`config.mk`:
```
export PLATFORM = sky130hd
export DESIGN_NAME = cap_ofs_timer
export DESIGN_NICKNAME = d
export VERILOG_FILES = /design/src/rtl/cot_pkg.sv /design/src/rtl/cot_edge_sync.sv /design/src/rtl/cot_count_cap.sv /design/src/rtl/cot_regs.sv /design/src/rtl/cot_pin.sv /design/src/rtl/cap_ofs_timer.sv
export SDC_FILE = /design/constraint.sdc
export NUM_CORES = 1
export LEC_CHECK = 0
export BUFFER_PORTS_ARGS = -buffer_cell sky130_fd_sc_hd__buf_4
export CAP_MARGIN = 0
export CORE_MARGIN = 2
export CORE_UTILIZATION = 50
export DETAILED_ROUTE_END_ITERATION = 12
export GPL_ROUTABILITY_DRIVEN = 0
export PLACE_DENSITY = 0.74
export SLEW_MARGIN = 10
export SYNTH_ARGS = -nofsm -noshare
export SYNTH_HDL_FRONTEND = slang
export SYNTH_SLANG_ARGS = --single-unit
export TNS_END_PERCENT = 30
```
`constraint.sdc`:
```
create_clock -name clk -period 1.7 [get_ports clk]
set_input_delay 0.085 -clock clk [delete_from_list [all_inputs] [get_ports clk]]
set_output_delay 0.085 -clock clk [all_outputs]
set_load 0.03 [all_outputs]
```
`src/rtl/cot_pkg.sv`:
```
package cot_pkg;
   typedef enum logic [1:0] {
      PIN_KEEP   = 2'b00,
      PIN_LOW    = 2'b01,
      PIN_HIGH   = 2'b10,
      PIN_TOGGLE = 2'b11
   } pin_act_e;

   localparam int ADDR_W      = 2;
   localparam int ADDR_OFFSET = 0;
   localparam int ADDR_CONST  = 1;
   localparam int ADDR_ACTION = 2;
endpackage

```
`src/rtl/cot_edge_sync.sv`:
```
module cot_edge_sync #(
   parameter int STAGES = 2
) (
   input  logic clk,
   input  logic rst_n,
   input  logic din,
   output logic rise
);
   logic [STAGES-1:0] chain;
   logic              last_q;

   if (STAGES < 2) begin : g_chk
      $fatal(1, "cot_edge_sync: STAGES must be at least 2");
   end

   always_ff @(posedge clk) begin
      if (!rst_n) chain[0] <= 1'b0;
      else        chain[0] <= din;
   end

   for (genvar i = 1; i < STAGES; i++) begin : g_stage
      always_ff @(posedge clk) begin
         if (!rst_n) chain[i] <= 1'b0;
         else        chain[i] <= chain[i-1];
      end
   end

   always_ff @(posedge clk) begin
      if (!rst_n) last_q <= 1'b0;
      else        last_q <= chain[STAGES-1];
   end

   assign rise = chain[STAGES-1] & ~last_q;
endmodule

```
`src/rtl/cot_count_cap.sv`:
```
module cot_count_cap #(
   parameter int W = 8
) (
   input  logic         clk,
   input  logic         rst_n,
   input  logic         cnt_en,
   input  logic         cap_evt,
   output logic [W-1:0] cnt,
   output logic [W-1:0] cap
);
   localparam logic [W-1:0] ONE = W'(1);

   always_ff @(posedge clk) begin
      if (!rst_n)      cnt <= '0;
      else if (cnt_en) cnt <= cnt + ONE;
   end

   always_ff @(posedge clk) begin
      if (!rst_n)       cap <= '0;
      else if (cap_evt) cap <= cnt;
   end
endmodule

```
`src/rtl/cot_regs.sv`:
```
module cot_regs
   import cot_pkg::*;
#(
   parameter int W = 8
) (
   input  logic              clk,
   input  logic              rst_n,
   input  logic              wr_en,
   input  logic [ADDR_W-1:0] wr_addr,
   input  logic [W-1:0]      wr_data,
   output logic [W-1:0]      ofs_q,
   output logic [W-1:0]      const_q,
   output pin_act_e          act_q,
   output logic              ofs_wr
);
   logic const_wr, act_wr;

   assign ofs_wr   = wr_en && (wr_addr == ADDR_W'(ADDR_OFFSET));
   assign const_wr = wr_en && (wr_addr == ADDR_W'(ADDR_CONST));
   assign act_wr   = wr_en && (wr_addr == ADDR_W'(ADDR_ACTION));

   always_ff @(posedge clk) begin
      if (!rst_n) begin
         ofs_q   <= '1;
         const_q <= '1;
         act_q   <= PIN_KEEP;
      end else begin
         if (ofs_wr)   ofs_q   <= wr_data;
         if (const_wr) const_q <= wr_data;
         if (act_wr)   act_q   <= pin_act_e'(wr_data[1:0]);
      end
   end
endmodule

```
`src/rtl/cot_pin.sv`:
```
module cot_pin
   import cot_pkg::*;
(
   input  logic     clk,
   input  logic     rst_n,
   input  logic     hit,
   input  pin_act_e act,
   output logic     pin
);
   logic pin_nx;

   always_comb begin
      pin_nx = pin;
      if (hit) begin
         unique case (act)
            PIN_KEEP:   pin_nx = pin;
            PIN_LOW:    pin_nx = 1'b0;
            PIN_HIGH:   pin_nx = 1'b1;
            PIN_TOGGLE: pin_nx = ~pin;
            default:    pin_nx = pin;
         endcase
      end
   end

   always_ff @(posedge clk) begin
      if (!rst_n) pin <= 1'b0;
      else        pin <= pin_nx;
   end
endmodule

```
`src/rtl/cap_ofs_timer.sv`:
```
module cap_ofs_timer
   import cot_pkg::*;
#(
   parameter int W           = 8,
   parameter int SYNC_STAGES = 2
) (
   input  logic              clk,
   input  logic              rst_n,
   input  logic              cnt_en,
   input  logic              ext_rst,
   input  logic              wr_en,
   input  logic [ADDR_W-1:0] wr_addr,
   input  logic [W-1:0]      wr_data,
   output logic [W-1:0]      cnt_o,
   output logic              match_a,
   output logic              match_c,
   output logic              pin_out
);
   logic [W-1:0] cnt, cap_val, ofs_q, const_q, target;
   logic         cap_evt, ofs_wr;
   pin_act_e     act_q;

   if (W < 2) begin : g_chk
      $fatal(1, "cap_ofs_timer: W must be at least 2");
   end

   cot_edge_sync #(.STAGES(SYNC_STAGES)) sync_i (
      .clk(clk), .rst_n(rst_n), .din(ext_rst), .rise(cap_evt)
   );

   cot_count_cap #(.W(W)) cc_i (
      .clk(clk), .rst_n(rst_n), .cnt_en(cnt_en), .cap_evt(cap_evt),
      .cnt(cnt), .cap(cap_val)
   );

   cot_regs #(.W(W)) regs_i (
      .clk(clk), .rst_n(rst_n), .wr_en(wr_en), .wr_addr(wr_addr),
      .wr_data(wr_data), .ofs_q(ofs_q), .const_q(const_q),
      .act_q(act_q), .ofs_wr(ofs_wr)
   );

   // width-limited add: carry out is dropped, so the target wraps
   assign target  = cap_val + ofs_q;
   assign match_c = (cnt == target) && !ofs_wr && !cap_evt;
   assign match_a = (cnt == const_q);
   assign cnt_o   = cnt;

   cot_pin pin_i (
      .clk(clk), .rst_n(rst_n), .hit(match_a), .act(act_q), .pin(pin_out)
   );
endmodule

```
==> results of run 1 <==
[per-layer routing]
metal,wire (µm),up-vias,track usage,part of all wire
met5,0,-,0,0
li1,-,828,-,-
met4,65,0,0.07031,0.015
met3,143,6,0.05622,0.033
met1,2039,760,0.2816,0.47
met2,2097,19,0.3876,0.48
[worst max-delay path by stage]
stage | to | slack (ps)
6_report | match_c | -550
3_3_place_gp | match_c | -250
4_1_cts | match_c | -580
5_1_grt | match_c | -690
2_1_floorplan | match_c | -250
3_5_place_dp | match_c | -340
[cells in the final DEF, fill, tap and decap left out, drive strengths merged, types with 2 or more instances in the layout]
cell         count
nor2             2
mux2i            3
a21o             2
nand2           52
dlygate4sd3      2
nand4            8
xnor2           22
buf             46
xor2             6
a21oi            5
nand3           18
ha               8
a21boi          11
nor2b            4
o21a             2
dfxtp           38
and2             8
o21ai            4
nor4             2
or3              2
clkbuf           7
[critical path: stages, from the launching register on]
cell and delay [ps]:
dfxtp_2 340, ha_4 160, fa_2 370, a211oi_2 200, o21bai_1 100, a21oi_2 170, xnor2_2 90, nor4_4 280
buf_6 160
[logic make-up after synthesis]
family                   after synthesis  share of synthesized area
XOR/XNOR                              28                     0.1283
AND/OR/NAND/NOR                      103                     0.2611
multiplexers                           3                    0.01571
buffers and inverters                 15                    0.03403
flip-flops                            38                     0.3979
AO/OA/AOI/OAI                         27                     0.1001
adder cells (fa/ha/maj)                9                    0.06283
[through the flow]
stage	std cells	hold WS, ps	TNS [ps]
after floorplan	223	209.0	-440.2
after global placement	302	297.1	-248.0
after detailed placement	302	300.3	-336.9
after CTS	312	4.426	-580.1
after global routing	312	4.392	-692.3
final	312	7.623	-553.2
[what timing repair did]
action | in CTS | in global routing
endpoints found under the hold margin | 2 | 0
setup endpoints to repair | 1 | 2
gates resized for setup | 4 | 3
hold buffers | 2 | 0
pin swaps | 5 | 1
[report_power, final]
group / leakage, nW / internal (W) / total [W] / switching (W)
combinational: 0.700 / 0.000128 / 0.000255 / 0.000127
clock: 0.0482 / 0.000327 / 0.000643 / 0.000316
sequential: 0.311 / 0.000921 / 0.000943 / 0.0000218
total: 1.06 / 0.00138 / 0.00184 / 0.000465
[final cells by class]
cell class	count	area (µm²)
Clock buffer	7	86.33
Clock inverter	1	5.005
Multi-Input combinational cell	170	1127
Fill cell	308	1235
Timing Repair Buffer	48	381.6
Sequential cell	38	765.7
Tap cell	48	60.06
[state kept, by name, indices dropped and copies added, names as in the netlist]
name and cells:
cc_i.cnt 8, regs_i.const_q 8, regs_i.ofs_q 8, sync_i.chain 2, pin_i.pin 1, cc_i.cap 8, regs_i.act_q 2, sync_i.last_q 1
==> flow_summary.toml, run 1 <==
[outcome]
status = "finished, violations left"
violations = "negative setup slack"

[clocking]
cts_root_buffer = "clkbuf_8"
clock_latency_ps = 290
htreeDepth = 2
clock_sinks = 38
tritoncts = "built"
cts.path.max_buffers = 2
clk_pin_slew_worst_paths_ps = 70
numCtsBuffers = 5
post_cts_buffers = 0

[power]
irDropWorstVdd_uv = 537.9
finalPower_w = 0.001841
power_density_nw_per_um2 = 758.7
power.leakage_nw = 1.060

[cells_and_area]
syn2layout_area_growth_pct = 26.90
fin_util = 0.6627
design_area_um2 = 2426
drive_gt1_frac = 0.2576
nets = 287
antennaDiodeCount = 0

[sta]
hold_viol = 0
min_period_over_period = 1.325
finClkSkew_ps = 5.668
layout_setup_ws_ps = -553.2
slew_viol_final = 0
slew-limit-headroom = 0.6315
worst_slew_pin_slew_ps = 550.8
setup_violations = 1
rsz0062_at_grt = "yes"
fmax_mhz = 443.8
post-route-min-period_ps = 2253

[hold_path]
hold_path_depth = 3
hold_path.class = "primary input to flip-flop"
hold_end = "regs_i.ofs_q[6]$_SDFFE_PN1P_"
hold_start = "wr_data[6]"

[global_routing]
grt_pass1_vias = 1590
grt_overflow = 0
grtUsageTotal = 0.2275
antenna_found_initial = 0
grt_max_degree = 39
grt_pass1_wl_mm = 7.327

[placement]
io_buffers = 25
place_ws_ps = -336.9
placed_area_um2 = 2292
post-dp-hpwl_mm = 3.164

[synthesis]
yosysTopAreaCellShare = 0.3979
synth_cells = 223
synth_top_cell_by_area = "dfxtp_1"
synth_flop_cell = "dfxtp_1"
synth_edf_count = 0
synthArstFlopShare = 0
yosysWarningCount = 0
synth.area.top_cells = "dfxtp_1 (40%), nand2_1 (10%), xnor2_1 (10%)"
synth_commonest_cells = "nand2_1 (52), dfxtp_1 (38), xnor2_1 (22)"
synth_cell_type_count = 35
synth.most_common_cell = "nand2_1"
synthesis.nets = 247
synth.cell_area_um2 = 1912
ys_seq_area_frac = 0.3979
synth_area_per_cell_um2 = 8.573
synth-seq-cells = 38

[worst_setup_path]
cp_max_fo = 3
path_class = "flip-flop to output port"
cp.arrival_ps = 2170
worstReg2RegStart = "cc_i.cnt[4]$_SDFFE_PN0P_"
reg2reg_to = "cc_i.cnt[7]$_SDFFE_PN0P_"
cp.required_ps = 1620
reg2reg_depth = 5
critPathCaptureType = "output port"
critPathLaunch = "regs_i.ofs_q[0]$_SDFFE_PN1P_"
rrSetupSlack_ps = 310
worstSetupStartpointType = "flip-flop"

[detailed_routing]
via_count = 1613
routedWlPerCell_um = 13.93
drc_errors = 0
drt-total-wl_mm = 4.346
ant_nets = 0
vias_per_cell = 5.170
drtPass1Iterations = 4
drt_iter0_drc = 63

[floorplanning]
initial_core_util = 0.5222
die-height_um = 65.84
rows = 22
core-area_um2 = 3661
die_area_um2 = 4334
die_w_um = 65.84
top_level_ports = 26

[run]
maxCapViolations = 0
Note: power is estimated with default switching activity, not from simulation.
==> run 2, diff against run 1 <==
Settings changed: CELL_PAD_IN_SITES_DETAIL_PLACEMENT set to 1, CELL_PAD_IN_SITES_GLOBAL_PLACEMENT set to 1, CORE_UTILIZATION 50 to 38, PLACE_DENSITY 0.74 to unset, PLACE_DENSITY_LB_ADDON set to 0.1.
Clock period 1.7 ns to 1.85 ns, I/O delays scaled along.
==> run 2 against run 1 <==
The run still ends with negative setup slack left. Global-route usage decreased by 2.5 points. Clock power decreased by 12%. First-iteration DRC count decreased by 22%. Cell area decreased by 2.3%. Sequential share of layout area increased by 0.75 points. Via count decreased by 0.25%. Clock skew decreased by 0.82 ps. Worst hold slack improved by 19 ps. Non-clock buffer count decreased by 8. Core utilization decreased by 17 points. Worst setup slack got worse by 13 ps. Power decreased by 9.9%. Critical endpoint unchanged. Largest power group unchanged.
==> flow_summary.toml, run 2 (same netlist as run 1, synthesis figures left out) <==
[placement]
post-dp-hpwl_mm = 3.832
placed_area_um2 = 2243
io_buffers = 25

[power]
finalPower_w = 0.001659
power.leakage_nw = 1.014
irDropWorstVdd_uv = 503.4
power_density_nw_per_um2 = 700.0

[worst_setup_path]
critPathCaptureType = "output port"
path_class = "flip-flop to output port"
cp_max_fo = 3
worstSetupStartpointType = "flip-flop"
reg2reg_to = "pin_i.pin$_SDFFE_PN0P_"
cp.required_ps = 1760
cp.arrival_ps = 2320
worstReg2RegStart = "cc_i.cnt[5]$_SDFFE_PN0P_"
rrSetupSlack_ps = 450
reg2reg_depth = 5

[cells_and_area]
layout_common_cells = "nand2_1 (52), buf_4 (39), dfxtp_1 (34), xnor2_1 (21), nand3_1 (18)"
design_area_um2 = 2370
syn2layout_area_growth_pct = 23.95
mostFrequentLayoutCell = "nand2_1"
nets = 279
drive_gt1_frac = 0.2441
antennaDiodeCount = 0
num-fill-cells = 578

[floorplanning]
core-area_um2 = 4786
initial_core_util = 0.3995
die_area_um2 = 5615
die-height_um = 74.93
top_level_ports = 26
rows = 25
die_w_um = 74.93

[sta]
slew_viol_final = 0
setup_violations = 1
post-route-min-period_ps = 2417
fmax_mhz = 413.8
slew-limit-headroom = 0.6622
hold_viol = 0
rsz0062_at_grt = "yes"
min_period_over_period = 1.306
worst_slew_pin_slew_ps = 504.8
layout_setup_ws_ps = -566.6
fin_setup_tns_ps = -566.6
finClkSkew_ps = 4.849

[outcome]
status = "finished, violations left"
violations = "negative setup slack"

[detailed_routing]
drtPass1Iterations = 4
drt_iter0_drc = 49
via_count = 1609
vias_per_cell = 5.012
drc_errors = 0
routedWlPerCell_um = 15.89
ant_nets = 0
drt-total-wl_mm = 5.102

[clocking]
cts.path.max_buffers = 2
cts_root_buffer = "clkbuf_8"
clock_sinks = 38
numCtsBuffers = 5
tritoncts = "built"
clock_latency_ps = 280
cts_hold_buf = 0
clk_pin_slew_worst_paths_ps = 80
htreeDepth = 2

[hold_path]
hold_path.class = "primary input to flip-flop"
hold_start = "wr_data[5]"
hold_end = "regs_i.ofs_q[5]$_SDFFE_PN1P_"
hold_path_depth = 3

[global_routing]
grt_pass1_wl_mm = 8.321
antenna_found_initial = 0
grtUsageTotal = 0.2023
grt_overflow = 0
grt_max_degree = 39
grt_pass1_vias = 1714

[run]
maxCapViolations = 0
[run 2: cell count changes in the layout (fill, tap and decap cells not counted), sizes merged]
cell and change:
dlygate4sd3 -2, clkbuf -1, clkinv -1, buf -6
[run 2: timing repair]
action,CTS,global route
pin swaps,0,9
endpoints found under the setup margin,1,1
buffers inserted,0,2
gates resized for setup,3,5
[run 2: worst max-delay path, stage by stage (launching register included)]
cell and delay [ps]:
dfxtp_2 340, ha_4 160, fa_2 370, a21o_2 250, a21oi_2 140, xnor2_1 130, nand4_1 140, nor4_4 330
buf_6 170
[run 2: worst max-delay path by stage]
stage | startpoint | to | slack (ps) | cells past startpoint
5_1_grt | cc_i.cap[0]$_SDFFE_PN0P_ | match_c | -660 | 8
6_report | cc_i.cap[0]$_SDFFE_PN0P_ | match_c | -570 | 8
2_1_floorplan | cc_i.cap[0]$_SDFFE_PN0P_ | match_c | -110 | 7
3_5_place_dp | cc_i.cap[0]$_SDFFE_PN0P_ | match_c | -210 | 8
3_3_place_gp | cc_i.cap[0]$_SDFFE_PN0P_ | match_c | -140 | 8
4_1_cts | cc_i.cap[0]$_SDFFE_PN0P_ | match_c | -510 | 8
[run 2: through the flow]
step | std cells | utilization | hold WS, ps | worst slack, ps
detailed placement | 313 | 0.4688 | 319.8 | -212.6
finish | 321 | 0.4952 | 26.50 | -566.6
global route | 321 | 0.4952 | 19.24 | -658.9
floorplan | 223 | - | 216.5 | -111.5
global placement | 313 | 0.4688 | 312.8 | -141.6
CTS | 319 | 0.4886 | 18.36 | -508.6
[run 2: power breakdown]
group          internal, W  switching, W
Sequential        0.000846     0.0000216
Combinational     0.000108      0.000118
Clock             0.000288      0.000278
Total              0.00124      0.000417
[run 2: final cells by class]
cell class                 instances  area [µm²]  area share
timing repair buffer              40       304.0      0.1283
clock buffer                       6       82.58     0.03485
tap                               67       83.83     0.03537
sequential                        38       765.7      0.3231
multi-input combinational        170        1134      0.4784
[run 2: layer usage]
metal	part of all wire	global-route usage	vias up	wire length, µm
met2	0.51	0.3548	34	2590
met4	0.0078	0.04762	0	40
met5	0	0	-	0
li1	-	-	808	-
met1	0.45	0.2521	763	2290
met3	0.035	0.04552	4	180
==> run 3, diff against run 2 <==
Settings changed: GPL_ROUTABILITY_DRIVEN 0 to unset.
Clock period 1.85 ns to 2 ns, I/O delays scaled along.
==> run 3 against run 2 <==
Cell count down 0.93%. Critical path depth unchanged. Cell area grew 0.53%. Non-clock buffer count down 5. Via count down 3.6%. Count of clock-buffer cells in the layout did not move. Clock skew down 0.73 ps. Clock power rose by 44%. Flip-flop and latch count stayed put. The flow still finishes with violations (negative setup slack). Power is 9.5% higher. Sequential power decreased by 7.6%.
==> flow_summary.toml, run 3 (same netlist as run 1, synthesis figures left out) <==
[clocking]
post_cts_buffers = 0
clock_latency_ps = 290
htreeDepth = 2
cts_root_buffer = "clkbuf_8"
numCtsBuffers = 5
tritoncts = "built"
cts.path.max_buffers = 2
clk_pin_slew_worst_paths_ps = 80
clock_sinks = 38

[floorplanning]
core-area_um2 = 4786
die_area_um2 = 5615
rows = 25
initial_core_util = 0.3995
die-height_um = 74.93
die_w_um = 74.93
top_level_ports = 26

[detailed_routing]
drtPass1Iterations = 4
drt-total-wl_mm = 4.742
drt_iter0_drc = 64
via_count = 1551
drc_errors = 0
vias_per_cell = 4.877
routedWlPerCell_um = 14.91
ant_nets = 0

[worst_setup_path]
critPathCaptureType = "output port"
worstSetupStartpointType = "flip-flop"
cp.arrival_ps = 2210
cp_max_fo = 3
worstReg2RegStart = "cc_i.cnt[6]$_SDFFE_PN0P_"
path_class = "flip-flop to output port"
cp.required_ps = 1900
critPathLaunch = "cc_i.cap[0]$_SDFFE_PN0P_"

[hold_path]
hold_path.class = "primary input to flip-flop"
hold_start = "wr_data[5]"

[power]
power_density_nw_per_um2 = 762.7
finalPower_w = 0.001817
switching_share = 0.2228
irDropWorstVdd_uv = 436.9
combPwrFrac = 0.111
power.leakage_nw = 1.013
cellInternalPower_w = 0.001412
clkPwrFrac = 0.447
pwr-share-seq = 0.441
netSwitchingPower_w = 0.0004048

[cells_and_area]
num-fill-cells = 590
drive_gt1_frac = 0.2151
fin_util = 0.4978
layout_common_cells = "nand2_1 (52), dfxtp_1 (36), buf_4 (33), xnor2_1 (21), nand3_1 (18)"
syn2layout_area_growth_pct = 24.61
mostFrequentLayoutCell = "nand2_1"
nets = 274
antennaDiodeCount = 0

[run]
maxCapViolations = 0

[sta]
setup_violations = 1
finClkSkew_ps = 4.116
min_period_over_period = 1.156
slew_viol_final = 0
rsz0062_at_grt = "yes"
slew-limit-headroom = 0.6153
hold-worst-slack_ps = 29.78
post-route-min-period_ps = 2313
hold_viol = 0
fmax_mhz = 432.4
worst_slew_pin_slew_ps = 574.9
fin_setup_tns_ps = -312.6
layout_setup_ws_ps = -312.6

[global_routing]
grt_pass1_vias = 1517
antenna_found_initial = 0
grtUsageTotal = 0.1948
grt_overflow = 0
grt_max_degree = 39
grt_pass1_wl_mm = 7.783

[placement]
gp_congestion = 0.8033
io_buffers = 25
place_ws_ps = -87.25
post-dp-hpwl_mm = 3.583

[outcome]
violations = "negative setup slack"
status = "finished, violations left"
[run 3: cell types whose count changed in the layout (fill, tap and decap cells not counted), sizes merged]
cell,previous run,this run
buf,40,34
bufinv,0,2
dlygate4sd3,0,1
[run 3: timing repair]
action                                  CTS  global route
gates resized for setup                   5             1
endpoints found under the hold margin     1             0
endpoints found under the setup margin    1             1
pin swaps                                 6             0
hold buffers                              1             0
[run 3: final cells by class]
| type | instances | area (µm²) | share of cell area |
|---|---|---|---|
| clock buffers | 6 | 82.58 | 0.03466 |
| clock inverters | 2 | 60.06 | 0.02521 |
| multi-input cells | 170 | 1124 | 0.4716 |
| flip-flops and latches | 38 | 763.2 | 0.3204 |
| well taps | 67 | 83.83 | 0.03519 |
| repair buffers | 35 | 269.0 | 0.1129 |
[run 3: layer usage]
layer	routed length [µm]	track usage	up-vias
met5	0	0	-
met4	74	0.07143	0
met3	117	0.04150	6
met2	2207	0.3031	20
met1	2343	0.2668	724
li1	-	-	801
[run 3: final timing paths]
kind / cells after the start / endpoint / slack [ps]
worst min-delay path: 3 / regs_i.const_q[5]$_SDFFE_PN1P_ / 30
worst min register to register: 1 / sync_i.chain[1]$_SDFF_PN0_ / 440
worst max register to register: 5 / pin_i.pin$_SDFFE_PN0P_ / 550
worst max-delay path: 8 / match_c / -310
[run 3: critical path: stages (launching register included)]
cell and delay, ps:
dfxtp_2 340, ha_4 160, fa_2 410, a211oi_2 190, o21bai_1 100, a21oi_2 170, xnor2_2 90, nor4_4 290
buf_6 160
[run 3: metrics by stage]
step,cell area [µm²],instances
3_5_place_dp,2203,309
2_1_floorplan,1929,223
4_1_cts,2379,318
5_1_grt,2382,318
6_report,2382,318
3_3_place_gp,2203,309
[run 3: power by group through the flow]
stage	clock, W	sequential (W)	combinational [W]
final	0.000813	0.000802	0.000202
after floorplan	0	0.000823	0.000122
after global routing	0.000865	0.000806	0.000228
after global placement	0	0.000818	0.000197
after CTS	0.000843	0.000802	0.000205
after detailed placement	0	0.000819	0.000200
